<file path="config.mk">
export PLATFORM = sky130hd
export DESIGN_NAME = gs_poll_ctrl
export DESIGN_NICKNAME = d
export VERILOG_FILES = /design/src/rtl/gs_pkg.sv /design/src/rtl/gs_stop_tracker.sv /design/src/rtl/gs_poll_timer.sv /design/src/rtl/gs_poll_ctrl.sv
export SDC_FILE = /design/constraint.sdc
export NUM_CORES = 1
export LEC_CHECK = 0
export ABC_AREA = 1
export BUFFER_PORTS_ARGS = -buffer_cell sky130_fd_sc_hd__buf_2
export CAP_MARGIN = 20
export CORE_MARGIN = 3
export CORE_UTILIZATION = 53
export DETAILED_ROUTE_END_ITERATION = 16
export PLACE_DENSITY = 0.85
export RECOVER_POWER = 25
export SKIP_LAST_GASP = 1
export SLEW_MARGIN = 20
export SYNTH_ARGS = -nofsm -noshare
export SYNTH_HDL_FRONTEND = slang
export SYNTH_HIERARCHICAL = 1
export SYNTH_SLANG_ARGS = --single-unit
</file>
<file path="constraint.sdc">
create_clock -name clk -period 1.4 [get_ports clk]
set_clock_uncertainty 0.15 [all_clocks]
set_input_delay 0.07 -clock clk [delete_from_list [all_inputs] [get_ports clk]]
set_output_delay 0.07 -clock clk [all_outputs]
set_load 0.005 [all_outputs]
</file>
<file path="src/rtl/gs_pkg.sv">
package gs_pkg;

    // Per-direction stop tracking
    typedef enum logic {
        ST_IDLE = 1'b0,
        ST_WAIT = 1'b1
    } stop_state_e;

    // Poll timer
    typedef enum logic {
        PL_OFF = 1'b0,
        PL_RUN = 1'b1
    } poll_state_e;

    // Stored control bits that later logic consults
    typedef struct packed {
        logic tx_stop;
        logic hold;
    } ctrl_bits_t;

    localparam int NUM_DIRS = 2;
    localparam int DIR_RX   = 0;
    localparam int DIR_TX   = 1;

endpackage

</file>
<file path="src/rtl/gs_stop_tracker.sv">
module gs_stop_tracker
    import gs_pkg::*;
(
    input  logic clk,
    input  logic rst_n,
    input  logic req_i,
    input  logic busy_i,
    output logic done_o
);

    stop_state_e state_q;
    stop_state_e state_d;
    logic        done_q;

    always_comb begin
        state_d = state_q;
        unique case (state_q)
            ST_IDLE: if (req_i && busy_i) state_d = ST_WAIT;
            ST_WAIT: if (!busy_i)         state_d = ST_IDLE;
            default:                      state_d = ST_IDLE;
        endcase
    end

    always_ff @(posedge clk) begin
        if (!rst_n) state_q <= ST_IDLE;
        else        state_q <= state_d;
    end

    always_ff @(posedge clk) begin
        if (!rst_n) begin
            done_q <= 1'b0;
        end else begin
            unique case (state_q)
                ST_IDLE: done_q <= req_i && !busy_i;
                ST_WAIT: done_q <= !busy_i;
                default: done_q <= 1'b0;
            endcase
        end
    end

    assign done_o = done_q;


    done_when_idle_chk: assert property (@(posedge clk) disable iff (!rst_n)
        done_o |-> !$past(busy_i));


    release_fires_chk: assert property (@(posedge clk) disable iff (!rst_n)
        (state_q == ST_WAIT && !busy_i) |=> done_o);


    hold_quiet_chk: assert property (@(posedge clk) disable iff (!rst_n)
        (state_q == ST_WAIT && busy_i) |=> !done_o);

endmodule

</file>
<file path="src/rtl/gs_poll_timer.sv">
module gs_poll_timer
    import gs_pkg::*;
#(
    parameter int PERIOD = 2_000_000  // must be at least 2
) (
    input  logic clk,
    input  logic rst_n,
    input  logic restart_i,
    input  logic hold_i,
    input  logic tx_stop_i,
    output logic scan_o
);

    localparam int          CW   = (PERIOD > 2) ? $clog2(PERIOD) : 1;
    localparam logic [CW-1:0] LAST = CW'(PERIOD - 1);

    poll_state_e   state_q;
    poll_state_e   state_d;
    logic [CW-1:0] cnt_q;
    logic          expire;
    logic          scan_q;

    assign expire = (state_q == PL_RUN) && (cnt_q == '0) && !restart_i;

    always_comb begin
        state_d = state_q;
        unique case (state_q)
            PL_OFF: if (restart_i) state_d = PL_RUN;
            PL_RUN: begin
                if (restart_i)   state_d = PL_RUN;
                else if (expire) state_d = hold_i ? PL_OFF : PL_RUN;
            end
            default: state_d = PL_OFF;
        endcase
    end

    always_ff @(posedge clk) begin
        if (!rst_n) state_q <= PL_OFF;
        else        state_q <= state_d;
    end

    always_ff @(posedge clk) begin
        if (!rst_n) begin
            cnt_q  <= '0;
            scan_q <= 1'b0;
        end else begin
            scan_q <= expire && !hold_i && !tx_stop_i;
            if (restart_i)
                cnt_q <= LAST;
            else if (expire)
                cnt_q <= LAST;
            else if (state_q == PL_RUN)
                cnt_q <= cnt_q - CW'(1);
        end
    end

    assign scan_o = scan_q;


    restart_load_chk: assert property (@(posedge clk) disable iff (!rst_n)
        restart_i |=> (state_q == PL_RUN && cnt_q == LAST));


    scan_single_chk: assert property (@(posedge clk) disable iff (!rst_n)
        scan_o |=> !scan_o);


    stop_masks_chk: assert property (@(posedge clk) disable iff (!rst_n)
        scan_o |-> !$past(tx_stop_i));


    off_quiet_chk: assert property (@(posedge clk) disable iff (!rst_n)
        (state_q == PL_OFF) |=> !scan_o);

endmodule

</file>
<file path="src/rtl/gs_poll_ctrl.sv">
module gs_poll_ctrl
    import gs_pkg::*;
#(
    parameter int POLL_CYCLES = 2_000_000
) (
    input  logic clk,
    input  logic rst_n,
    input  logic ctrl_we,
    input  logic ctrl_rx_stop,
    input  logic ctrl_tx_stop,
    input  logic ctrl_hold,
    input  logic rx_busy,
    input  logic tx_busy,
    output logic rx_stop_done,
    output logic tx_stop_done,
    output logic ring0_scan
);

    ctrl_bits_t          ctrl_q;
    logic [NUM_DIRS-1:0] stop_req;
    logic [NUM_DIRS-1:0] eng_busy;
    logic [NUM_DIRS-1:0] stop_done;

    always_ff @(posedge clk) begin
        if (!rst_n) begin
            ctrl_q <= '0;
        end else if (ctrl_we) begin
            ctrl_q.tx_stop <= ctrl_tx_stop;
            ctrl_q.hold    <= ctrl_hold;
        end
    end

    assign stop_req[DIR_RX] = ctrl_we && ctrl_rx_stop;
    assign stop_req[DIR_TX] = ctrl_we && ctrl_tx_stop;
    assign eng_busy[DIR_RX] = rx_busy;
    assign eng_busy[DIR_TX] = tx_busy;

    for (genvar d = 0; d < NUM_DIRS; d++) begin : g_dir
        gs_stop_tracker u_trk (
            .clk    (clk),
            .rst_n  (rst_n),
            .req_i  (stop_req[d]),
            .busy_i (eng_busy[d]),
            .done_o (stop_done[d])
        );
    end

    gs_poll_timer #(.PERIOD(POLL_CYCLES)) u_poll (
        .clk       (clk),
        .rst_n     (rst_n),
        .restart_i (ctrl_we && !ctrl_hold),
        .hold_i    (ctrl_q.hold),
        .tx_stop_i (ctrl_q.tx_stop),
        .scan_o    (ring0_scan)
    );

    assign rx_stop_done = stop_done[DIR_RX];
    assign tx_stop_done = stop_done[DIR_TX];


    no_req_no_done_chk: assert property (@(posedge clk) disable iff (!rst_n)
        (ctrl_we && !ctrl_rx_stop && !rx_busy && $past(!rx_busy)) |=> !rx_stop_done);

endmodule

</file>
==> results.md <==
- Yosys warns: 6
- RSZ-0062 raised after global routing: yes
- Vias in the first global route: 1935
- Mapped cell area: 1612 µm²
- FILL cells: 137
- CTS Buf Count: 5
- CP endpoint kind: register
- Total global routing overflow: 0
- Die Height: 61.14 µm
- Peak fanout along the critical path: 6
- CTS tree: built
- Setup crit start kind: register
- Crit path kind: register to register
- Routed len/inst: 22.46 µm
- Initial antenna violation count: 0
- Max Clk Rate: 0.5804 GHz
- Setup TNS: -4.920 ns
- Post-layout util: 85.45%
- Finished Cell Area: 2417 µm²
- Final WL: 7524 µm
- Largest net degree at the start of global routing: 11
- Met1 WL: 2508 µm
- Syn_nets: 236
- WHS Path Cells: 5
- Final Hold Violating Endpoints: 1
- CP Data Required Time: 1.50 ns
- Post-synth ARST share: 0%
- Post-Syn Area per Cell: 7.131 µm²
- Synth Instances: 226
- Reg-to-reg slack, setup: -0.32 ns
- Die X: 61.14 µm
- DP Worst Slack: -0.1893 ns
- Register area: 591.8 µm²
- Vias/cell: 6.299
- Worst Hold Launch: ctrl_tx_stop
- Worst setup margin: -0.3229 ns
- Vias: 2110
- Hold EP: g_dir[1].u_trk/done_o$_SDFF_PN0_
- Met3 Routed Length: 967 µm
- Pleak: 1.158 nW
- # DRC: 0
- #FFs+latches synth: 29
- Root buffer cell: clkbuf_4
- Antenna-violating nets left: 0
- First-pass GRT wire length: 8983 µm
- Worst hold path class: input pin to register
- Sequential element share of the synthesized area: 36.02%
- N_diodes: 0
- Crit path time final: 1.723 ns
- Worst Max-Slew Pin Slew: 0.4362 ns
- Count of pins over their slew limit: 0
- IO Pins: 11
- CTS clock-pin slew for the worst setup and hold paths: 0.11 ns
- Hold Slack: -0.02503 ns
- H-tree Lvls: 2
- Status: complete, but fails checks
- Ys flop type: dfxtp_1
- Distinct cells, synth: 30
- Worst-Skew Late Latency: 0.36 ns
- Worst VDD drop: 1.015 mV
- Area Overhead vs Synth: 50.00%
- RR Endpoint: u_poll/cnt_q[17]$_SDFFE_PN0P_
- Number of max-cap violations: 0
- Critical R2R Launch: u_poll/cnt_q[0]$_SDFFE_PN0P_
- Fin crit share: 123.1%
- Initial core utilization: 56.97%
- Met2 WL: 3304 µm
- # setup viols final: 24
- R2R cell count: 10
- Routability cong.: 0.9240
- Clk buf depth: 2
- First DRT Iteration DRCs: 286
- Nets@finish: 313
- DR pass1 iterations: 5
- PwrDens: 1013 nW/µm²
- Failing checks: negative hold slack, negative setup slack
- Post-DP HPWL: 2843 µm
- Core Area: 2829 µm²
- Floorplan row count: 19
- Share of cells above drive strength 1: 42.43%
- GRT Total Usage: 34.68%
- Die area: 3738 µm²
- Post-DP Area: 1943 µm²
- Max Used Layer: met4
- Arr. time, crit path: 1.82 ns
- Post-synth EDFFs: 0
- Max transition margin: 70.65%
- I/O Buffers: 10
- Multi-input gate area in the final layout: 1022 µm²
- CTS Sinks: 29
==> where the power goes <==
group          leakage (nW)  switching, mW  total (mW)  internal [mW]
Combinational         0.885          0.551       0.956          0.404
Clock                0.0320          0.350       0.541          0.191
Sequential            0.241         0.0653       0.951          0.885
Total                  1.16          0.967        2.45           1.48
==> kinds of logic after synthesis <==
kind of cell / after synthesis / synth area share (%)
AND/OR/NAND/NOR: 134 / 43.56
adder cells (fa/ha/maj): 2 / 1.553
buffers and inverters: 35 / 8.618
XOR/XNOR: 7 / 3.804
flip-flops: 29 / 36.03
AO/OA/AOI/OAI: 19 / 6.444
==> layer usage <==
metal,track usage (%),vias to the layer above
met2,59.67,222
met3,9.644,91
met1,35.86,933
met5,0,-
li1,-,864
met4,25.08,0
==> critical path, cell delays in order, from the launching register on <==
cell,delay (ns)
dfxtp_2,0.35
inv_4,0.09
buf_4,0.12
nand3_2,0.10
nor2_4,0.19
buf_12,0.15
nand3_1,0.10
nand2_1,0.11
nand2_1,0.07
nor2_1,0.13
nor2_1,0.06
==> cells in the final DEF, fill, tap and decap left out, drive strengths merged, types with 3 or more instances in the layout <==
cell type,netlist,final
nand4,6,6
clkinv,1,3
buf,2,56
a21oi,7,7
xor2,6,6
a31oi,3,3
clkbuf,0,7
or2,3,3
o21ai,8,8
dlygate4sd3,0,15
inv,32,32
nand3,15,15
nand3b,3,3
dfxtp,29,29
nand2,51,51
nor2,53,53
==> synthesized netlist by cell type, types with 3 or more instances <==
cell type	count	area share [%]
o21ai_0	7	2.2
nand2_4	4	2.8
inv_2	7	1.6
xor2_1	6	3.3
nor2_2	6	2.3
nor2_1	40	9.3
nand2_1	43	10
dfxtp_1	29	36
a31oi_1	3	1.2
a21oi_1	6	1.9
inv_1	25	5.8
nand3b_1	3	1.4
nand2_2	4	1.6
nor2_4	6	4.2
nand4_1	5	1.9
nand3_1	13	4.0
==> repair_timing <==
item,in CTS,in global routing
pin swaps,11,17
resized for setup,24,25
buffers inserted,5,11
endpoints found under the setup margin,23,25
hold buffers,16,1
gates cloned,0,0
endpoints found under the hold margin,8,3
==> how the worst max path moves through the flow <==
| stage | to | slack, ns | from | cells after the start |
|---|---|---|---|---|
| floorplan | u_poll/cnt_q[13]$_SDFFE_PP0P_ | 0.007 | u_poll/cnt_q[3]$_SDFFE_PN0P_ | 7 |
| global placement | u_poll/cnt_q[14]$_SDFFE_PP0P_ | -0.16 | u_poll/cnt_q[0]$_SDFFE_PN0P_ | 9 |
| detailed placement | u_poll/cnt_q[13]$_SDFFE_PP0P_ | -0.19 | u_poll/cnt_q[3]$_SDFFE_PN0P_ | 7 |
| CTS | u_poll/cnt_q[20]$_SDFFE_PN0P_ | -0.1 | u_poll/cnt_q[0]$_SDFFE_PN0P_ | 10 |
| global route | u_poll/cnt_q[19]$_SDFFE_PN0P_ | -0.37 | u_poll/cnt_q[13]$_SDFFE_PP0P_ | 8 |
| finish | u_poll/cnt_q[17]$_SDFFE_PN0P_ | -0.32 | u_poll/cnt_q[0]$_SDFFE_PN0P_ | 10 |
==> layout make-up <==
cell class	instances	share of cell area (%)
Inverter	33	5.331
Clock inverter	2	0.4141
Timing Repair Buffer	72	24.17
Sequential cell	29	24.48
Clock buffer	6	1.708
Tap cell	31	1.605
Multi-Input combinational cell	162	42.29
==> sequential cells by signal, summed over array words and instances (netlist names) <==
register	cells
u_poll/scan_o	1
g_dir.u_trk/state_q	2
u_poll/cnt_q	21
g_dir.u_trk/done_o	2
u_poll/state_q	1
ctrl_q	2
==> metrics by stage <==
step / cells / power [mW]
global placement: 296 / 1.556
global route: 335 / 2.514
finish: 335 / 2.448
CTS: 325 / 2.178
detailed placement: 296 / 1.578
floorplan: 226 / 1.350
Power figures use the tool's default switching activity.
